$ cat src/rtl/bsc_pkg.sv
// Shared constants, types and helpers for the banked SPI command decoder.
// Assumes an 8-bit command byte: opcode in bits 7:5, argument in bits 4:0.
package bsc_pkg;

    localparam int BYTE_W = 8;
    localparam int ARG_W  = 5;
    localparam int BANK_W = 2;

    localparam logic [2:0] OP_RD   = 3'b000;
    localparam logic [2:0] OP_RBUF = 3'b001;
    localparam logic [2:0] OP_WR   = 3'b010;
    localparam logic [2:0] OP_WBUF = 3'b011;
    localparam logic [2:0] OP_SET  = 3'b100;
    localparam logic [2:0] OP_CLR  = 3'b101;
    localparam logic [2:0] OP_RST  = 3'b111;

    localparam logic [ARG_W-1:0] ARG_BUF  = 5'h1A;
    localparam logic [ARG_W-1:0] ARG_BANK = 5'h1F;
    localparam logic [ARG_W-1:0] ARG_RST  = 5'h1F;

    localparam logic [ARG_W-1:0] DUMMY_B2_MAX  = 5'h1A;
    localparam logic [ARG_W-1:0] DUMMY_B3_MAX  = 5'h05;
    localparam logic [ARG_W-1:0] DUMMY_B3_ALSO = 5'h0A;

    typedef enum logic [2:0] {
        ST_CMD, ST_RREG, ST_WREG, ST_SET, ST_CLR, ST_RBUF, ST_WBUF, ST_SKIP
    } bsc_state_e;

    // True when a register read in this bank/address owes one dummy byte first.
    function automatic logic needs_dummy(input logic [BANK_W-1:0] bank,
                                         input logic [ARG_W-1:0]  a);
        return (bank == 2'd2 && a <= DUMMY_B2_MAX) ||
               (bank == 2'd3 && (a <= DUMMY_B3_MAX || a == DUMMY_B3_ALSO));
    endfunction

endpackage

$ cat src/rtl/bsc_serdes.sv
// Mode-0 SPI shifter running in the system clock domain.
// Assumes sck/cs_n/mosi are synchronous to clk and each SCK half period
// lasts at least two clk cycles. It gives out a received byte with a strobe,
// a "next byte started" strobe, and loads tx_byte at each byte-boundary fall.
module bsc_serdes
    import bsc_pkg::*;
(
    input  logic              clk,
    input  logic              rst_n,
    input  logic              sck,
    input  logic              cs_n,
    input  logic              mosi,
    input  logic [BYTE_W-1:0] tx_byte,
    output logic [BYTE_W-1:0] rx_byte,
    output logic              rx_done,
    output logic              byte_start,
    output logic              miso
);
    localparam int              CNT_W    = $clog2(BYTE_W);
    localparam logic [CNT_W-1:0] LAST_BIT = CNT_W'(BYTE_W - 1);

    logic              sck_q;
    logic              got_byte;
    logic [CNT_W-1:0]  bit_cnt;
    logic [BYTE_W-1:0] rx_sr;
    logic [BYTE_W-1:0] tx_sr;
    logic              rise;
    logic              fall;

    // Edge detection and the byte-level strobes derived from it.
    always_comb begin
        rise       = sck & ~sck_q;
        fall       = ~sck & sck_q;
        rx_byte    = {rx_sr[BYTE_W-2:0], mosi};
        rx_done    = rise & ~cs_n & (bit_cnt == LAST_BIT);
        byte_start = rise & ~cs_n & got_byte & (bit_cnt == '0);
        miso       = tx_sr[BYTE_W-1] & ~cs_n;
    end

    // Shift registers and bit counter; everything clears while deselected.
    always_ff @(posedge clk) begin
        if (!rst_n) begin
            sck_q    <= 1'b0;
            got_byte <= 1'b0;
            bit_cnt  <= '0;
            rx_sr    <= '0;
            tx_sr    <= '0;
        end else begin
            sck_q <= sck;
            if (cs_n) begin
                got_byte <= 1'b0;
                bit_cnt  <= '0;
                tx_sr    <= '0;
            end else begin
                if (rise) begin
                    rx_sr   <= rx_byte;
                    bit_cnt <= (bit_cnt == LAST_BIT) ? '0 : bit_cnt + 1'b1;
                    if (bit_cnt == LAST_BIT) begin
                        got_byte <= 1'b1;
                    end
                end
                if (fall) begin
                    tx_sr <= (got_byte && bit_cnt == '0) ? tx_byte
                                                         : {tx_sr[BYTE_W-2:0], 1'b0};
                end
            end
        end
    end

endmodule

$ cat src/rtl/bsc_ctrl.sv
// Command decoder and sequencer. It interprets the first byte of a frame,
// holds the common bank register, and drives register-port and buffer-port
// strobes. Assumes reg_rdata and buf_rdata are combinational reads of the
// addresses it presents.
module bsc_ctrl
    import bsc_pkg::*;
(
    input  logic              clk,
    input  logic              rst_n,
    input  logic              cs_n,
    input  logic [BYTE_W-1:0] rx_byte,
    input  logic              rx_done,
    input  logic              byte_start,
    output logic [BYTE_W-1:0] tx_byte,
    output logic [BANK_W-1:0] reg_bank,
    output logic [ARG_W-1:0]  reg_addr,
    output logic [BYTE_W-1:0] reg_wdata,
    output logic              reg_we,
    output logic              reg_re,
    input  logic [BYTE_W-1:0] reg_rdata,
    input  logic [BYTE_W-1:0] buf_rdata,
    output logic [BYTE_W-1:0] buf_wdata,
    output logic              buf_we,
    output logic              buf_re,
    output logic              soft_rst
);
    bsc_state_e        state;
    logic              dummy_left;
    logic [BANK_W-1:0] bank_q;
    logic [ARG_W-1:0]  addr_q;
    logic [ARG_W-1:0]  arg;
    logic [BYTE_W-1:0] rd_val;
    logic [BYTE_W-1:0] new_val;
    logic              is_bank;

    assign reg_bank = bank_q;
    assign reg_addr = addr_q;
    assign arg      = rx_byte[ARG_W-1:0];
    assign is_bank  = (addr_q == ARG_BANK);

    // Current value of the addressed register, common register included.
    always_comb rd_val = is_bank ? BYTE_W'(bank_q) : reg_rdata;

    // Value a write, set or clear produces from the received data byte.
    always_comb begin
        case (state)
            ST_SET:  new_val = rd_val | rx_byte;
            ST_CLR:  new_val = rd_val & ~rx_byte;
            default: new_val = rx_byte;
        endcase
    end

    // Byte offered to the shifter at the next byte boundary.
    always_comb begin
        case (state)
            ST_RREG: tx_byte = dummy_left ? '0 : rd_val;
            ST_RBUF: tx_byte = buf_rdata;
            default: tx_byte = '0;
        endcase
    end

    // Frame sequencing, bank register and one-cycle strobes.
    always_ff @(posedge clk) begin
        if (!rst_n) begin
            state      <= ST_CMD;
            dummy_left <= 1'b0;
            bank_q     <= '0;
            addr_q     <= '0;
            reg_wdata  <= '0;
            reg_we     <= 1'b0;
            reg_re     <= 1'b0;
            buf_wdata  <= '0;
            buf_we     <= 1'b0;
            buf_re     <= 1'b0;
            soft_rst   <= 1'b0;
        end else begin
            reg_we   <= 1'b0;
            reg_re   <= 1'b0;
            buf_we   <= 1'b0;
            buf_re   <= 1'b0;
            soft_rst <= 1'b0;
            if (cs_n) begin
                state      <= ST_CMD;
                dummy_left <= 1'b0;
            end else if (rx_done && state == ST_CMD) begin
                case (rx_byte[BYTE_W-1:ARG_W])
                    OP_RD: begin
                        state      <= ST_RREG;
                        addr_q     <= arg;
                        dummy_left <= needs_dummy(bank_q, arg);
                    end
                    OP_WR: begin
                        state  <= ST_WREG;
                        addr_q <= arg;
                    end
                    OP_SET: begin
                        state  <= ST_SET;
                        addr_q <= arg;
                    end
                    OP_CLR: begin
                        state  <= ST_CLR;
                        addr_q <= arg;
                    end
                    OP_RBUF: state <= (arg == ARG_BUF) ? ST_RBUF : ST_SKIP;
                    OP_WBUF: state <= (arg == ARG_BUF) ? ST_WBUF : ST_SKIP;
                    OP_RST: begin
                        state <= ST_SKIP;
                        if (arg == ARG_RST) begin
                            soft_rst <= 1'b1;
                            bank_q   <= '0;
                        end
                    end
                    default: state <= ST_SKIP;
                endcase
            end else if (rx_done) begin
                case (state)
                    ST_WREG, ST_SET, ST_CLR: begin
                        if (is_bank) begin
                            bank_q <= new_val[BANK_W-1:0];
                        end else begin
                            reg_we    <= 1'b1;
                            reg_wdata <= new_val;
                        end
                    end
                    ST_WBUF: begin
                        buf_we    <= 1'b1;
                        buf_wdata <= rx_byte;
                    end
                    default: ;
                endcase
            end else if (byte_start) begin
                case (state)
                    ST_RREG: begin
                        if (dummy_left) begin
                            dummy_left <= 1'b0;
                        end else if (!is_bank) begin
                            reg_re <= 1'b1;
                        end
                    end
                    ST_RBUF: buf_re <= 1'b1;
                    default: ;
                endcase
            end
        end
    end

    // strobes never overlap
    p_one_strobe_r12: assert property (@(posedge clk) disable iff (!rst_n)
        $onehot0({reg_we, reg_re, buf_we, buf_re, soft_rst}));

    // strobes only follow a selected cycle
    p_strobe_in_frame_r12: assert property (@(posedge clk) disable iff (!rst_n)
        (reg_we || reg_re || buf_we || buf_re || soft_rst) |-> $past(!cs_n));

    // common register never reaches the register file
    p_bank_private_r4: assert property (@(posedge clk) disable iff (!rst_n)
        (reg_we || reg_re) |-> (reg_addr != ARG_BANK));

    // soft reset leaves bank select at zero
    p_rst_bank_r9: assert property (@(posedge clk) disable iff (!rst_n)
        soft_rst |-> (reg_bank == '0));

    // the real value is never consumed while a dummy byte is owed
    p_dummy_first_r6: assert property (@(posedge clk) disable iff (!rst_n)
        reg_re |-> !dummy_left);

endmodule

$ cat src/rtl/bsc_bufptr.sv
// Auto-incrementing buffer pointer. It advances on the cycle after each
// buffer strobe and clears on soft reset. Wraps at 2**AW.
module bsc_bufptr #(
    parameter int AW = 13
) (
    input  logic          clk,
    input  logic          rst_n,
    input  logic          step,
    input  logic          clear,
    output logic [AW-1:0] ptr
);
    // Pointer register.
    always_ff @(posedge clk) begin
        if (!rst_n || clear) begin
            ptr <= '0;
        end else if (step) begin
            ptr <= ptr + 1'b1;
        end
    end

    // one step per consumed byte
    p_ptr_step_r7: assert property (@(posedge clk) disable iff (!rst_n)
        (step && !clear) |=> (ptr == $past(ptr) + 1'b1));

    // soft reset clears the pointer
    p_ptr_clear_r9: assert property (@(posedge clk) disable iff (!rst_n)
        clear |=> (ptr == '0));

endmodule

$ cat src/rtl/banked_spi_cmd.sv
// Top level of the banked SPI register command decoder. It ties the mode-0
// shifter, the command sequencer and the buffer pointer together. The
// register file and the buffer memory sit outside and answer combinationally.
module banked_spi_cmd
    import bsc_pkg::*;
#(
    parameter int BUF_AW = 13
) (
    input  logic              clk,
    input  logic              rst_n,
    input  logic              spi_sck,
    input  logic              spi_cs_n,
    input  logic              spi_mosi,
    output logic              spi_miso,
    output logic [1:0]        reg_bank,
    output logic [4:0]        reg_addr,
    output logic [7:0]        reg_wdata,
    output logic              reg_we,
    output logic              reg_re,
    input  logic [7:0]        reg_rdata,
    output logic [BUF_AW-1:0] buf_addr,
    output logic [7:0]        buf_wdata,
    output logic              buf_we,
    output logic              buf_re,
    input  logic [7:0]        buf_rdata,
    output logic              soft_rst
);
    logic [BYTE_W-1:0] rx_byte;
    logic [BYTE_W-1:0] tx_byte;
    logic              rx_done;
    logic              byte_start;

    bsc_serdes u_serdes (
        .clk        (clk),
        .rst_n      (rst_n),
        .sck        (spi_sck),
        .cs_n       (spi_cs_n),
        .mosi       (spi_mosi),
        .tx_byte    (tx_byte),
        .rx_byte    (rx_byte),
        .rx_done    (rx_done),
        .byte_start (byte_start),
        .miso       (spi_miso)
    );

    bsc_ctrl u_ctrl (
        .clk        (clk),
        .rst_n      (rst_n),
        .cs_n       (spi_cs_n),
        .rx_byte    (rx_byte),
        .rx_done    (rx_done),
        .byte_start (byte_start),
        .tx_byte    (tx_byte),
        .reg_bank   (reg_bank),
        .reg_addr   (reg_addr),
        .reg_wdata  (reg_wdata),
        .reg_we     (reg_we),
        .reg_re     (reg_re),
        .reg_rdata  (reg_rdata),
        .buf_rdata  (buf_rdata),
        .buf_wdata  (buf_wdata),
        .buf_we     (buf_we),
        .buf_re     (buf_re),
        .soft_rst   (soft_rst)
    );

    bsc_bufptr #(.AW(BUF_AW)) u_bufptr (
        .clk   (clk),
        .rst_n (rst_n),
        .step  (buf_we | buf_re),
        .clear (soft_rst),
        .ptr   (buf_addr)
    );

endmodule

$ cat config.mk
export PLATFORM = sky130hd
export DESIGN_NAME = banked_spi_cmd
export DESIGN_NICKNAME = d
export VERILOG_FILES = /design/src/rtl/bsc_pkg.sv /design/src/rtl/bsc_serdes.sv /design/src/rtl/bsc_ctrl.sv /design/src/rtl/bsc_bufptr.sv /design/src/rtl/banked_spi_cmd.sv
export SDC_FILE = /design/constraint.sdc
export NUM_CORES = 1
export LEC_CHECK = 0
export BUFFER_PORTS_ARGS = -buffer_cell sky130_fd_sc_hd__clkbuf_2
export CORE_MARGIN = 5
export CORE_UTILIZATION = 43
export DETAILED_ROUTE_END_ITERATION = 8
export PLACE_DENSITY_LB_ADDON = 0.25
export SLEW_MARGIN = 20
export SYNTH_ARGS = -nofsm -noshare
export SYNTH_HDL_FRONTEND = slang
export SYNTH_SLANG_ARGS = --single-unit
export TNS_END_PERCENT = 1
$ cat constraint.sdc
create_clock -name clk -period 2.25 [get_ports clk]
set_input_delay 0.225 -clock clk [delete_from_list [all_inputs] [get_ports clk]]
set_output_delay 0.225 -clock clk [all_outputs]
set_load 0.02 [all_outputs]
After elaboration in Yosys (flattened, before gate mapping):

Cells that the tools add are included.

* bits in registers: 65
* input bits: 21
* output and inout port bits: 42
* word-level logic and storage cells: 121

* add/subtract/negate cells: 2
* order comparisons: 2
* equal/unequal tests: 23
* muxes and demuxes: 24
* bitwise operators: 22
* reductions and logical operators: 31

Operators with widths (number)
* 8-bit one-hot mux with 2 select lines: 2
* 8-bit two-way mux: 3
* 3-bit equality test (second input constant): 7
* 3-bit one-hot mux with 6 select lines: 1
* 5-bit equality test (second input constant): 3
* 2-bit two-way mux: 7
* 13-bit by 1-bit adder with 13-bit output (second input constant): 1
* 3-bit by 2-bit equality test with 1-bit output (second input constant): 4
* 4-bit OR reduction: 3
* 1-bit NOT: 11
* 1-bit two-way mux: 10
* 2-bit nonzero test: 5
* 5-bit OR reduction: 2
* 3-bit zero test: 3
* 8-bit AND: 1
* 2-bit inequality test (second input constant): 4
* 8-bit NOT: 1
* 8-bit OR: 1
* 4-bit AND reduction: 2
* 1-bit AND: 7
* 7-bit OR reduction: 1
* 3-bit by 1-bit equality test with 1-bit output (second input constant): 2
* 6-bit AND reduction: 1
* 5-bit by 4-bit equality test with 1-bit output (second input constant): 1
* 14 further kinds: 21

Logic depth before layout (Yosys ltp):

* word-level depth: 8
* mapped depth: 7
* depth with buffers taken out: 6

Hierarchy:

A second synthesis with hierarchy kept.

* cells, all modules: 376
* area, all modules: 3279.4 sq um

By module, submodules not included
* bsc_ctrl: instances 1, cells an instance 209, area each 1752.9 sq um, seq. area each 640.6 sq um
* bsc_serdes: instances 1, cells an instance 98, area each 907.1 sq um, seq. area each 400.4 sq um
* bsc_bufptr: instances 1, cells an instance 68, area each 613.1 sq um, seq. area each 260.2 sq um
* banked_spi_cmd: instances 1, cells an instance 1, area each 6.3 sq um, seq. area each 0.0 sq um

Worst setup path after synthesis:

OpenSTA, ideal clock, no wires.

* kind: reg-to-reg
* from: register u_serdes.bit_cnt[0]
* to: register u_ctrl.buf_wdata[5]
* setup time: 128 ps
* arrival: 1567 ps
* data required time: 2122 ps
* setup slack: 555 ps
* cell stages (with the launch flop): 8
* buffers on the path: 1
* clock period less this slack: 1695 ps
* cell sequence: dfxtp_1 -> ha_1 -> ha_1 -> and4bb_1 -> and4_1 -> buf_2 -> mux2i_1 -> nor2_1

* cells in the longest elaborated chain, start to end: 5

Ends and longest elaborated chain
* start: declaration: RTL line bsc_serdes.sv:24 `logic [CNT_W-1:0] bit_cnt;`
* start signal: assignment: RTL line bsc_serdes.sv:57 `bit_cnt <= (bit_cnt == LAST_BIT) ? '0 : bit_cnt + 1'b1;`
* 3-bit equality test *: RTL line bsc_serdes.sv:35 `rx_done = rise & ~cs_n & (bit_cnt == LAST_BIT);`
* 1-bit AND *: RTL line bsc_serdes.sv:35
* 1-bit logical AND: RTL line bsc_ctrl.sv:85 `end else if (rx_done && state == ST_CMD) begin`
* 1-bit NOT (no line)
* 4-bit AND reduction (no line) *
* end signal: assignment: RTL line bsc_ctrl.sv:127 `buf_wdata <= rx_byte;`
* end: declaration: RTL line bsc_ctrl.sv:22 `output logic [BYTE_W-1:0] buf_wdata,`

Mark *: on every way between the ends. The rest lies on a longest branch, timed or not.
A chain may end at the register's enable or synchronous reset.

Worst setup path in the final report:

* from: register u_serdes.bit_cnt[0]
* to: register u_ctrl.buf_wdata[6]

The elaborated chain is that of the path after synthesis.

==> flow_metrics.env <==
export IMPL_post_route_min_period_ns=1.93
export IMPL_synth_area_leaders="dfxtp_1, mux2i_1, nor2_1, o21ai_0, a21oi_1"
export IMPL_yosysUniqueCellTypes=63
export IMPL_synthTopCellsByCount="dfxtp_1, nor2_1, o21ai_0"
export IMPL_ys_seq_area_frac=0.398
export IMPL_cts_sinks=65
export IMPL_cp_end_kind="flop"
export IMPL_worst_pin_slew_ns=0.572
export IMPL_async_reset_ff_frac=0
export IMPL_synth_nets=407
export IMPL_post_synth_top_count_cell="dfxtp_1"
export IMPL_start_util=0.446
export IMPL_drc=0
export IMPL_cap_violations=0
export IMPL_maxSlewHeadroom=0.609
export IMPL_max_freq_mhz=518
export IMPL_crit_arrival_ns=2.17
export IMPL_ctsHoldBuffers=0
export IMPL_hold_viol_final=0
export IMPL_grt_total_usage=0.190
export IMPL_dieHeight_um=97.2
export IMPL_final_setup_viol_count=0
export IMPL_cts_buffers=9
export IMPL_nets=465
export IMPL_synth_area_leader_cell="dfxtp_1"
export IMPL_ys_seq_elements=65
export IMPL_final_util=0.530
export IMPL_rsz0062_at_grt="false"
export IMPL_tritoncts="built"
export IMPL_wl_per_cell_um=16.3
export IMPL_io_buffers=62
export IMPL_cts_htree_levels=3
export IMPL_layout_setup_ws_ns=0.319
export IMPL_cts_root_buf="clkbuf_8"
export IMPL_tns_ns=0
export IMPL_cp_max_fo=9
export IMPL_dpl_worst_slack_ns=0.324
export IMPL_area_growth_syn_to_layout_pct=18.9
export IMPL_netlist_instances=382
export IMPL_syn_area_um2=3270
export IMPL_post_route_period_util=0.858
export IMPL_synth_edf_count=0
export IMPL_rrSetupSlack_ns=0.32
export IMPL_timing_rr_start="u_serdes.bit_cnt[0]"
export IMPL_coreArea_um2=7330
export IMPL_grt_pass1_wl_um=14600
export IMPL_synth_top_area_share=0.398
export IMPL_leakagePower_nw=1.56
export IMPL_start_kind="flop"
export IMPL_cp_required_ns=2.49
export IMPL_fp_dieArea_um2=9450
export IMPL_final_max_slew_violation_count=0
export IMPL_yosysWarningCount=0
export IMPL_hpwl_um=6400
export IMPL_synth_avg_cell_area_um2=8.56
export IMPL_viasPerCell=5.74
export IMPL_powerDensity_nw_per_um2=603
export IMPL_hold_end="u_serdes.sck_q"
export IMPL_gr_total_overflow=0
export IMPL_hold_class="in2reg"
export IMPL_hp_start="spi_sck"
export IMPL_detail_route_antenna_nets=0
export IMPL_finClkSkew_ns=0.00673
export IMPL_n_antenna_cell=0
export IMPL_io_pins=63
export IMPL_clkLatencyLatePin_ns=0.35
export IMPL_yosys_most_used_dff="dfxtp_1"
export IMPL_status="complete, no violations"
export IMPL_gp_congestion=0.952
export IMPL_layout_drive_gt1_share=0.229
export IMPL_ir_drop_mv=0.400
export IMPL_vias=3120
export IMPL_antenna_found_initial=0
export IMPL_clkTransAtPathRegs_ns=0.07
export IMPL_rows=31
export IMPL_reg2reg_depth=6
export IMPL_grt_max_degree=26
export IMPL_crit_type="reg2reg"
export IMPL_hold_path_cell_count=3
export IMPL_drt_initial_drc_count=197
export IMPL_cts_setup_buffers=0
export IMPL_die_x_um=97.2
export IMPL_clock_path_buffers=2
export IMPL_routed_wl_um=8860
export IMPL_dr_pass1_iters=4
export IMPL_rr_endpoint="u_ctrl.buf_wdata[6]"
export IMPL_cts_resized=0
export IMPL_grt_pass1_vias=2971
area by class of cell:
type                       instances  area [um2]
fill                             717        3440
multi-input combinational        276        1780
sequential                        65        1300
timing repair buffer              76         415
clock buffer                       9         124
tap                               99         124
clock inverter                     7        95.1
inverter                          12        45.0
how the worst max path moves through the flow:
| stage | from | to | slack [ns] | cells after the start |
|---|---|---|---|---|
| 3_5_place_dp | u_serdes.bit_cnt[0] | u_ctrl.buf_wdata[6] | 0.32 | 6 |
| 2_1_floorplan | u_serdes.bit_cnt[0] | u_ctrl.buf_wdata[5] | 0.56 | 7 |
| 3_3_place_gp | u_serdes.bit_cnt[0] | u_ctrl.buf_wdata[1] | 0.42 | 6 |
| 6_report | u_serdes.bit_cnt[0] | u_ctrl.buf_wdata[6] | 0.32 | 6 |
| 5_1_grt | u_ctrl.state[2] | u_ctrl.reg_wdata[1] | 0.16 | 4 |
| 4_1_cts | u_serdes.bit_cnt[0] | u_ctrl.buf_wdata[6] | 0.31 | 6 |
kinds of logic (layout without fill, tap and decap cells):
logic type	Yosys count	count (layout)	share of synthesized area
simple gates	127	127	0.200
compound gates	112	112	0.235
flops	65	65	0.398
buf+inv	41	104	0.0563
mux	18	18	0.0551
xor+xnor	15	15	0.0402
fa+ha+maj	4	4	0.0153
metal layers:
| layer | up-vias | share of wire | track usage |
|---|---|---|---|
| li1 | 1509 | - | - |
| met1 | 1460 | 0.43 | 0.236 |
| met2 | 135 | 0.47 | 0.306 |
| met3 | 16 | 0.076 | 0.0581 |
| met4 | 0 | 0.019 | 0.0756 |
| met5 | - | 0 | 0 |
state kept, by name, indices dropped and copies added (netlist names), 2 cells and up:
register          flops
u_serdes.rx_sr        7
u_ctrl.reg_addr       5
u_ctrl.reg_bank       2
u_ctrl.buf_wdata      8
u_ctrl.state          3
u_serdes.tx_sr        8
u_ctrl.reg_wdata      8
u_bufptr.ptr         13
u_serdes.bit_cnt      3
critical path, stage by stage (launching register included):
cell	delay, ns
dfxtp_1	0.38
ha_1	0.17
ha_1	0.19
and4bb_1	0.24
and4_1	0.54
mux2i_1	0.25
nor2_1	0.05
layout by cell type (no fill, tap or decap), types with 4 or more instances in the layout:
master / count
dfxtp_1: 65
clkbuf_2: 62
nor2_1: 39
o21ai_0: 28
nand2_1: 26
a21oi_1: 24
mux2i_1: 18
buf_4: 14
inv_1: 12
nand3_1: 10
xnor2_1: 10
nor3_1: 9
clkbuf_8: 9
a211oi_1: 8
a221oi_1: 7
o311ai_0: 6
a21o_1: 6
and2_1: 5
a211o_1: 5
xor2_1: 5
nand2b_1: 4
or2_2: 4
ha_1: 4
metrics by stage:
stage | instance area, um2 | std cells | power, mW | hold slack [ns]
2_1_floorplan | 3270 | 382 | 1.23 | 0.347
3_3_place_gp | 3670 | 528 | 1.27 | 0.433
3_5_place_dp | 3670 | 528 | 1.27 | 0.443
4_1_cts | 3890 | 544 | 2.37 | 0.156
5_1_grt | 3890 | 544 | 2.44 | 0.165
6_report | 3890 | 544 | 2.34 | 0.169
power by group:
group / internal (mW) / switching, mW
registers: 1.15 / 0.00626
clock network: 0.623 / 0.477
logic: 0.0309 / 0.0550
total: 1.81 / 0.538
No activity file was read; power rests on OpenSTA's default activity.
